<file path="src/rtl/stk_pkg.sv">
// Shared encodings for the stack transfer engine.
// Assumes a 3-bit command code and a 2-bit pair selector.
package stk_pkg;

    localparam int PSEL_W = 2;
    localparam logic [PSEL_W-1:0] PSEL_HL = 2'd2;

    typedef enum logic [2:0] {
        OP_PUSH   = 3'd0,
        OP_POP    = 3'd1,
        OP_XTOP   = 3'd2,
        OP_SPLD   = 3'd3,
        OP_PCPUSH = 3'd4,
        OP_PCPOP  = 3'd5
    } stk_op_e;

    typedef enum logic [3:0] {
        ST_IDLE,
        ST_PU_HI,
        ST_PU_LO,
        ST_PO_LO,
        ST_PO_HI,
        ST_PO_FIN,
        ST_XR_LO,
        ST_XR_HI,
        ST_XW_LO,
        ST_XW_HI,
        ST_SPLD
    } stk_state_e;

    typedef struct packed {
        logic load;
        logic inc;
        logic dec;
    } sp_ctl_t;

endpackage

</file>
<file path="src/rtl/stk_sp_reg.sv">
// Stack pointer register.
// Load has priority over increment, and increment over decrement.
// Arithmetic wraps at the register width.
module stk_sp_reg #(
    parameter int ADDR_W = 16,
    parameter logic [ADDR_W-1:0] SP_RESET = '0
) (
    input  logic                clk,
    input  logic                rst_n,
    input  stk_pkg::sp_ctl_t    ctl,
    input  logic [ADDR_W-1:0]   load_val,
    output logic [ADDR_W-1:0]   sp
);

    localparam logic [ADDR_W-1:0] STEP = ADDR_W'(1);

    // Update the pointer from the sequencer's one-hot control.
    always_ff @(posedge clk) begin
        if (!rst_n) begin
            sp <= SP_RESET;
        end else if (ctl.load) begin
            sp <= load_val;
        end else if (ctl.inc) begin
            sp <= sp + STEP;
        end else if (ctl.dec) begin
            sp <= sp - STEP;
        end
    end

endmodule

</file>
<file path="src/rtl/stk_byte_gather.sv">
// Assembles two bytes read from memory into one word.
// Assumes each capture strobe arrives on the cycle its byte is valid.
module stk_byte_gather #(
    parameter int BYTE_W = 8
) (
    input  logic                  clk,
    input  logic                  rst_n,
    input  logic                  cap_lo,
    input  logic                  cap_hi,
    input  logic [BYTE_W-1:0]     rdata,
    output logic [2*BYTE_W-1:0]   word
);

    logic [BYTE_W-1:0] lo_q;
    logic [BYTE_W-1:0] hi_q;

    // Capture each half when the sequencer flags it.
    always_ff @(posedge clk) begin
        if (!rst_n) begin
            lo_q <= '0;
            hi_q <= '0;
        end else begin
            if (cap_lo) lo_q <= rdata;
            if (cap_hi) hi_q <= rdata;
        end
    end

    assign word = {hi_q, lo_q};

endmodule

</file>
<file path="src/rtl/stk_seq.sv">
// Command sequencer for the stack transfer engine.
// Takes one command when idle, then steps through one memory byte per
// clock. Assumes memory returns read data one clock after mem_re.
module stk_seq #(
    parameter int ADDR_W = 16,
    parameter int PAIR_W = 16
) (
    input  logic                        clk,
    input  logic                        rst_n,
    input  logic                        cmd_valid,
    input  logic [2:0]                  cmd_op,
    input  logic [stk_pkg::PSEL_W-1:0]  cmd_pair,
    input  logic [PAIR_W-1:0]           cmd_data,
    input  logic [ADDR_W-1:0]           sp,
    output stk_pkg::sp_ctl_t            sp_ctl,
    output logic [ADDR_W-1:0]           sp_load_val,
    output logic [ADDR_W-1:0]           mem_addr,
    output logic [PAIR_W/2-1:0]         mem_wdata,
    output logic                        mem_we,
    output logic                        mem_re,
    output logic                        cap_lo,
    output logic                        cap_hi,
    output logic                        busy,
    output logic                        done,
    output logic [stk_pkg::PSEL_W-1:0]  rsp_pair,
    output logic                        rsp_to_pc
);
    import stk_pkg::*;

    localparam int BYTE_W = PAIR_W / 2;
    localparam logic [ADDR_W-1:0] STEP = ADDR_W'(1);

    stk_state_e          state, state_d;
    logic [PAIR_W-1:0]   data_q;
    logic [PSEL_W-1:0]   pair_q;
    logic                pc_q;
    logic                done_q;
    logic                fin;
    stk_op_e             op_in;

    assign op_in = stk_op_e'(cmd_op);

    // Next state and end-of-sequence detection.
    always_comb begin
        state_d = state;
        fin     = 1'b0;
        case (state)
            ST_IDLE: begin
                if (cmd_valid) begin
                    case (op_in)
                        OP_PUSH, OP_PCPUSH: state_d = ST_PU_HI;
                        OP_POP, OP_PCPOP:   state_d = ST_PO_LO;
                        OP_XTOP:            state_d = ST_XR_LO;
                        OP_SPLD:            state_d = ST_SPLD;
                        default:            state_d = ST_IDLE;
                    endcase
                end
            end
            ST_PU_HI:  state_d = ST_PU_LO;
            ST_PU_LO:  begin state_d = ST_IDLE; fin = 1'b1; end
            ST_PO_LO:  state_d = ST_PO_HI;
            ST_PO_HI:  state_d = ST_PO_FIN;
            ST_PO_FIN: begin state_d = ST_IDLE; fin = 1'b1; end
            ST_XR_LO:  state_d = ST_XR_HI;
            ST_XR_HI:  state_d = ST_XW_LO;
            ST_XW_LO:  state_d = ST_XW_HI;
            ST_XW_HI:  begin state_d = ST_IDLE; fin = 1'b1; end
            ST_SPLD:   begin state_d = ST_IDLE; fin = 1'b1; end
            default:   state_d = ST_IDLE;
        endcase
    end

    // State, command latches and the done pulse.
    always_ff @(posedge clk) begin
        if (!rst_n) begin
            state  <= ST_IDLE;
            data_q <= '0;
            pair_q <= '0;
            pc_q   <= 1'b0;
            done_q <= 1'b0;
        end else begin
            state  <= state_d;
            done_q <= fin;
            if (state == ST_IDLE && cmd_valid && state_d != ST_IDLE) begin
                data_q <= cmd_data;
                pc_q   <= (op_in == OP_PCPUSH) || (op_in == OP_PCPOP);
                pair_q <= (op_in == OP_XTOP) ? PSEL_HL : cmd_pair;
            end
        end
    end

    // Memory port, pointer control and capture strobes for each step.
    always_comb begin
        mem_addr  = sp;
        mem_wdata = '0;
        mem_we    = 1'b0;
        mem_re    = 1'b0;
        sp_ctl    = '0;
        cap_lo    = 1'b0;
        cap_hi    = 1'b0;
        case (state)
            ST_PU_HI: begin
                mem_addr   = sp - STEP;
                mem_wdata  = data_q[PAIR_W-1:BYTE_W];
                mem_we     = 1'b1;
                sp_ctl.dec = 1'b1;
            end
            ST_PU_LO: begin
                mem_addr   = sp - STEP;
                mem_wdata  = data_q[BYTE_W-1:0];
                mem_we     = 1'b1;
                sp_ctl.dec = 1'b1;
            end
            ST_PO_LO: begin
                mem_re     = 1'b1;
                sp_ctl.inc = 1'b1;
            end
            ST_PO_HI: begin
                mem_re     = 1'b1;
                sp_ctl.inc = 1'b1;
                cap_lo     = 1'b1;
            end
            ST_PO_FIN: cap_hi = 1'b1;
            ST_XR_LO:  mem_re = 1'b1;
            ST_XR_HI: begin
                mem_addr = sp + STEP;
                mem_re   = 1'b1;
                cap_lo   = 1'b1;
            end
            ST_XW_LO: begin
                mem_wdata = data_q[BYTE_W-1:0];
                mem_we    = 1'b1;
                cap_hi    = 1'b1;
            end
            ST_XW_HI: begin
                mem_addr  = sp + STEP;
                mem_wdata = data_q[PAIR_W-1:BYTE_W];
                mem_we    = 1'b1;
            end
            ST_SPLD:  sp_ctl.load = 1'b1;
            default: ;
        endcase
    end

    assign sp_load_val = ADDR_W'(data_q);
    assign busy        = (state != ST_IDLE);
    assign done        = done_q;
    assign rsp_pair    = pair_q;
    assign rsp_to_pc   = pc_q;

endmodule

</file>
<file path="src/rtl/stk_engine.sv">
// Stack transfer engine top level.
// Connects the sequencer, the stack pointer and the read-word assembler.
// Assumes PAIR_W equals ADDR_W, so that HL can load SP directly.
module stk_engine #(
    parameter int ADDR_W = 16,
    parameter int PAIR_W = 16,
    parameter logic [ADDR_W-1:0] SP_RESET = '0
) (
    input  logic               clk,
    input  logic               rst_n,
    input  logic               cmd_valid,
    input  logic [2:0]         cmd_op,
    input  logic [1:0]         cmd_pair,
    input  logic [PAIR_W-1:0]  cmd_data,
    output logic               busy,
    output logic               done,
    output logic [PAIR_W-1:0]  rsp_data,
    output logic [1:0]         rsp_pair,
    output logic               rsp_to_pc,
    output logic [ADDR_W-1:0]  sp_value,
    output logic [ADDR_W-1:0]  mem_addr,
    output logic [PAIR_W/2-1:0] mem_wdata,
    output logic               mem_we,
    output logic               mem_re,
    input  logic [PAIR_W/2-1:0] mem_rdata
);

    localparam int BYTE_W = PAIR_W / 2;

    stk_pkg::sp_ctl_t    sp_ctl;
    logic [ADDR_W-1:0]   sp_load_val;
    logic                cap_lo;
    logic                cap_hi;

    stk_seq #(.ADDR_W(ADDR_W), .PAIR_W(PAIR_W)) u_seq (
        .clk        (clk),
        .rst_n      (rst_n),
        .cmd_valid  (cmd_valid),
        .cmd_op     (cmd_op),
        .cmd_pair   (cmd_pair),
        .cmd_data   (cmd_data),
        .sp         (sp_value),
        .sp_ctl     (sp_ctl),
        .sp_load_val(sp_load_val),
        .mem_addr   (mem_addr),
        .mem_wdata  (mem_wdata),
        .mem_we     (mem_we),
        .mem_re     (mem_re),
        .cap_lo     (cap_lo),
        .cap_hi     (cap_hi),
        .busy       (busy),
        .done       (done),
        .rsp_pair   (rsp_pair),
        .rsp_to_pc  (rsp_to_pc)
    );

    stk_sp_reg #(.ADDR_W(ADDR_W), .SP_RESET(SP_RESET)) u_sp (
        .clk     (clk),
        .rst_n   (rst_n),
        .ctl     (sp_ctl),
        .load_val(sp_load_val),
        .sp      (sp_value)
    );

    stk_byte_gather #(.BYTE_W(BYTE_W)) u_gather (
        .clk   (clk),
        .rst_n (rst_n),
        .cap_lo(cap_lo),
        .cap_hi(cap_hi),
        .rdata (mem_rdata),
        .word  (rsp_data)
    );

endmodule

</file>
<file path="config.mk">
export PLATFORM = sky130hd
export DESIGN_NAME = stk_engine
export DESIGN_NICKNAME = d
export VERILOG_FILES = /design/src/rtl/stk_pkg.sv /design/src/rtl/stk_sp_reg.sv /design/src/rtl/stk_byte_gather.sv /design/src/rtl/stk_seq.sv /design/src/rtl/stk_engine.sv
export SDC_FILE = /design/constraint.sdc
export NUM_CORES = 1
export LEC_CHECK = 0
export ABC_AREA = 1
export BUFFER_PORTS_ARGS = -buffer_cell sky130_fd_sc_hd__buf_2
export CORE_MARGIN = 2
export CORE_UTILIZATION = 49
export CTS_CLUSTER_DIAMETER = 120
export DETAILED_ROUTE_END_ITERATION = 6
export PLACE_DENSITY = 0.77
export SETUP_SLACK_MARGIN = 0.2
export SYNTH_ARGS = -nofsm -noshare
export SYNTH_HDL_FRONTEND = slang
export SYNTH_SLANG_ARGS = --single-unit
</file>
<file path="constraint.sdc">
create_clock -name clk -period 1.6 [get_ports clk]
set_clock_uncertainty 0.2 [all_clocks]
set_input_delay 0.16 -clock clk [delete_from_list [all_inputs] [get_ports clk]]
set_output_delay 0.16 -clock clk [all_outputs]
set_load 0.01 [all_outputs]
</file>
==> metrics.yaml, run 1 <==
yosys:
  synthesis.area_um2: 3801
  synth_top_family_by_area: "simple AND/OR/NAND/NOR gates"
  sequential_fraction_of_the_synthesis_area_pct: 29.49
  yosysTopAreaCellShare_pct: 29.49
  yosys.cell_types.count: 29
  synth.largest_area_cell: "sky130_fd_sc_hd__dfxtp_1"
  synth.top_cells.by_area: "sky130_fd_sc_hd__dfxtp_1, sky130_fd_sc_hd__nand2_1, sky130_fd_sc_hd__nor2_1"
  synth-simple-area-share_pct: 38.02
  post_synth_fa_ha_maj_area_fraction_pct: 0.6583
  synthMuxAreaShare_pct: 0
  yosysWarningCount: 0
  synth_compound_gate_area_share_pct: 16.33
  postSynthNetCount: 664
  ys_seq_elements: 56
  xor_xnor_portion_of_the_synthesized_cell_area_pct: 2.995
  synthesis.instances: 630
  synth_area_per_cell_um2: 6.034
place:
  place_hpwl_um: 10230
  placed_cells_incl_taps: 906
  numPortBuffers: 94
  placement.setup.worst_slack_ns: -0.2625
  placedInstanceArea_um2: 5425
  gp_congestion: 0.9141
outcome:
  status: "did not finish"
  error_line: "[ERROR DPL-0038] Utilization greater than 100%, impossible to legalize"
  lastStage: "global routing (5_1_grt)"
floorplan:
  die_height_um: 92.08
  floorplan.die.width_um: 92.08
  start_util_pct: 49.97
  boundaryPins: 95
  rows: 32
clocking:
  cts.sinks: 56
  h-tree-depth: 2
  clk_root_buffer_cell: "sky130_fd_sc_hd__clkbuf_8"
  cts_inserted_buffers: 5
  ctsLongestPathBuffers: 2
sta:
  worst_endpoint_kind: "output port"
  globalroute.repair_timing.worst_endpoint: "mem_addr[14]"
grt:
  grt_max_degree: 39
==> stage by stage <==
step / util [%] / TNS [ns] / hold WS [ns]
2_1_floorplan: - / -1.188 / 0.1267
3_3_place_gp: 71.32 / -9.322 / 0.2258
3_5_place_dp: 71.32 / -11.87 / 0.2321
4_1_cts: 91.48 / -23.62 / -0.04797
==> cell usage after synthesis (all sizes together) <==
cell type,n
nand4,6
ha,2
or2,1
o221ai,12
nor2,102
o22ai,6
o211ai,4
a21oi,43
nand3,65
clkbuf,11
o21ai,41
dfxtp,56
nor3,1
inv,82
o41ai,1
xor2,12
nand3b,1
a31oi,3
buf,19
clkinv,1
xnor2,1
nand2,160
==> cells by family after synthesis <==
group	Yosys count
fa+ha+maj	2
flops	56
simple gates	336
buf+inv	113
compound gates	110
xor+xnor	13
==> repair_timing <==
item | in CTS
resized for setup | 223
pin swaps | 58
hold endpoints to repair | 33
hold buffers | 24
buffers inserted | 30
gates cloned | 8
setup endpoints to repair | 84
==> run 2: changes to the inputs <==
Settings changed: CORE_UTILIZATION 49 to 40, CTS_CLUSTER_DIAMETER 120 to default, PLACE_DENSITY 0.77 to default, PLACE_DENSITY_LB_ADDON from default to 0.15, SETUP_SLACK_MARGIN 0.2 to default.
Clock period 1.6 ns to 2.1 ns, I/O delays scaled along.
==> metrics.yaml, run 2 <==
setup_path:
  critical_path.cell_chain: "nand2_1 -> nor2_2 -> nand2_2 -> nor2_2 -> xor2_1 -> o221ai_1 -> buf_2"
  critical_path.reg2reg.endpoint: "u_sp.sp[8]"
  timing.critical_path.mode_cell: "sky130_fd_sc_hd__nor2_2"
  worst_setup_path_start_kind: "register"
  worstReg2RegStart: "u_sp.sp[1]"
  r2r_cell_count: 14
  startpoint: "u_sp.sp[4]"
  worstPathArrival_ns: 1.78
  timing.critical_path.required_ns: 1.69
  timing.critical_path.fanout_max: 6
  setup.worst_path.end_class: "primary output"
  cpPeakStageDelay_ns: 0.41
  critical_path_class: "register to primary output"
  regToRegSetupSlack_ns: 0.06
  cp_slowest_cell: "sky130_fd_sc_hd__dfxtp_4"
finish:
  most-common-layout-cells: "sky130_fd_sc_hd__nand2_1, sky130_fd_sc_hd__buf_2, sky130_fd_sc_hd__nor2_1"
  final_standard_cell_utilization_of_the_core_pct: 59.12
  drive_above_1_share_pct: 34.02
  nNetsFinal: 809
  area.growth.synth_to_final_pct: 43.71
  insertedDiodeCount: 0
  finalNonFillerCells: 905
  layout_commonest_cell: "sky130_fd_sc_hd__nand2_1"
floorplan:
  floorplan.die.width_um: 101.5
  core-area_um2: 9240
  die_height_um: 101.5
  start_util_pct: 41.14
  boundaryPins: 95
  rows: 35
  die_footprint_um2: 10300
hold_path:
  worstHoldEndpoint: "u_seq.sp_load_val[12]"
  worst_hold_path.num_cells: 5
  hold_path_startpoint: "cmd_data[12]"
  hp-class: "input port to register"
yosys:
  yosys.cell_count.top_type: "sky130_fd_sc_hd__nand2_1"
  yosysWarningCount: 0
  synthesis.instances: 630
  synth.top_cells.by_area: "sky130_fd_sc_hd__dfxtp_1, sky130_fd_sc_hd__nand2_1, sky130_fd_sc_hd__nor2_1"
  synth-edff-count: 0
  yosys.cell_types.count: 29
  synthesis.area_um2: 3801
  postSynthNetCount: 664
  synth.largest_area_cell: "sky130_fd_sc_hd__dfxtp_1"
  ys_top_cells_by_count: "sky130_fd_sc_hd__nand2_1, sky130_fd_sc_hd__nor2_1, sky130_fd_sc_hd__inv_1"
  synthMuxAreaShare_pct: 0
  postSynth.asyncResetShare_pct: 0
  yosysTopAreaCellShare_pct: 29.49
  synth_top_family_by_area: "simple AND/OR/NAND/NOR gates"
  ys_seq_elements: 56
  synth_area_per_cell_um2: 6.034
  synth_compound_gate_area_share_pct: 16.33
  xor_xnor_portion_of_the_synthesized_cell_area_pct: 2.995
  post_synth_fa_ha_maj_area_fraction_pct: 0.6583
  synth-simple-area-share_pct: 38.02
  synth_top_flop_cell: "sky130_fd_sc_hd__dfxtp_1"
  sequential_fraction_of_the_synthesis_area_pct: 29.49
sta:
  setup_slack_ns: -0.09368
  max-slew-margin-rel_pct: 55.28
  finalSetupViolations: 9
  max_slew.worst_pin.slew_ns: 0.6668
  timing.final.crit_share_pct: 104.5
  clock.fmax_ghz: 0.4559
  finalMaxSlewViolations: 0
  final_period_minus_worst_setup_slack_ns: 2.194
  rsz0062_at_grt: "yes"
  hold_viol: 0
route:
  detailedRoute.firstIterationViolations: 308
  avgRoutedWirePerCell_um: 14.54
  detail_route.first_pass.iterations: 5
  route.final.wire_length_um: 13160
  postRouteAntennaNets: 0
  num_vias: 4620
  drc_errors: 0
  post_drt_via_cell_ratio: 5.105
power:
  static-leakage-power_nw: 2.569
  vdd_ir_drop_max_uv: 500.6
  cellPowerDensity_nw_per_um2: 1260
grt:
  grt.overflow.total: 0
  grt_max_degree: 39
  number_of_global_route_vias_before_repair: 4248
  antenna_found_initial: 0
  globalRouteTotalUtil_pct: 24.87
  wire_length_of_the_first_global_routing_pass_um: 20420
place:
  gp_congestion: 0.9611
  place_hpwl_um: 9101
  numPortBuffers: 94
  placed_cells_incl_taps: 850
outcome:
  status: "complete, but fails checks"
  violations: "setup timing"
clocking:
  cts_inserted_buffers: 5
  worst_skew_pair.late_latency_ns: 0.32
  h-tree-depth: 2
  clk_root_buffer_cell: "sky130_fd_sc_hd__clkbuf_8"
  path_clk_slew_ns: 0.11
  ctsLongestPathBuffers: 2
  tritoncts: "yes"
  cts.sinks: 56
run:
  timing.max_cap.violations: 0
## run 2: cell counts after synthesis
Identical to the previous run, type by type.
## run 2: kinds of logic after synthesis
logic type,after synthesis
XOR/XNOR,13
AO/OA/AOI/OAI,110
AND/OR/NAND/NOR,336
buffers and inverters,113
adder cells (fa/ha/maj),2
flip-flops,56
## run 2: worst max path at each step
stage / endpoint / slack (ns) / cells after the start
floorplan: mem_addr[0] / 0.24 / 9
global placement: mem_addr[8] / -0.06 / 9
detailed placement: mem_addr[8] / -0.05 / 9
CTS: mem_addr[10] / -0.12 / 9
global route: mem_addr[7] / -0.21 / 11
finish: mem_addr[9] / -0.09 / 7
## run 2: area by class of cell
cell class	instances	area, µm²
Clock inverter	2	18.77
Multi-Input combinational cell	461	2565
Tap cell	129	161.4
Inverter	83	325.3
Timing Repair Buffer	168	1149
Clock buffer	6	82.58
Sequential cell	56	1161
Fill cell	899	3777
## run 2: critical path: cells and delay by family, from the launching register on
kind / cells / cell delay (ns)
AO/OA/AOI/OAI: 1 / 0.13
XOR/XNOR: 1 / 0.18
buffers and inverters: 1 / 0.16
flip-flops: 1 / 0.41
AND/OR/NAND/NOR: 4 / 0.59
## run 2: layer usage
metal  GRT usage [%]  routed length [µm]  vias to the layer above
met5               0                   0                        -
met3           3.175                 931                       19
met1           33.60                5759                     2106
met2           41.93                6313                      184
li1                -                   -                     2311
met4           6.549                 152                        0
## run 2: what timing repair did
item                       CTS  global route
setup endpoints to repair   16            43
hold buffers                19             0
hold endpoints to repair    24             0
gates cloned                 0             1
pin swaps                   15            22
gates resized for setup     59            72
setup buffers               13            14
## run 2: per-stage QoR
step / instance area [µm²] / hold WS, ns / setup TNS (ns) / power (W) / worst slack, ns
3_5_place_dp: 4484 / 0.2327 / -0.09157 / 0.005107 / -0.05337
2_1_floorplan: 3801 / 0.1767 / 0 / 0.003975 / 0.2364
4_1_cts: 5047 / 0.0006272 / -0.9634 / 0.006234 / -0.1233
5_1_grt: 5463 / 0.02510 / -2.010 / 0.007400 / -0.2130
3_3_place_gp: 4484 / 0.2283 / -0.06361 / 0.005082 / -0.06361
6_report: 5463 / 0.005527 / -0.6082 / 0.006884 / -0.09368
## run 2: report_power, final
group | internal, W | switching [W] | total [W]
registers | 0.00133 | 0.000324 | 0.00166
clock network | 0.000277 | 0.000391 | 0.000668
logic | 0.00190 | 0.00266 | 0.00456
Power figures use the tool's default switching activity.
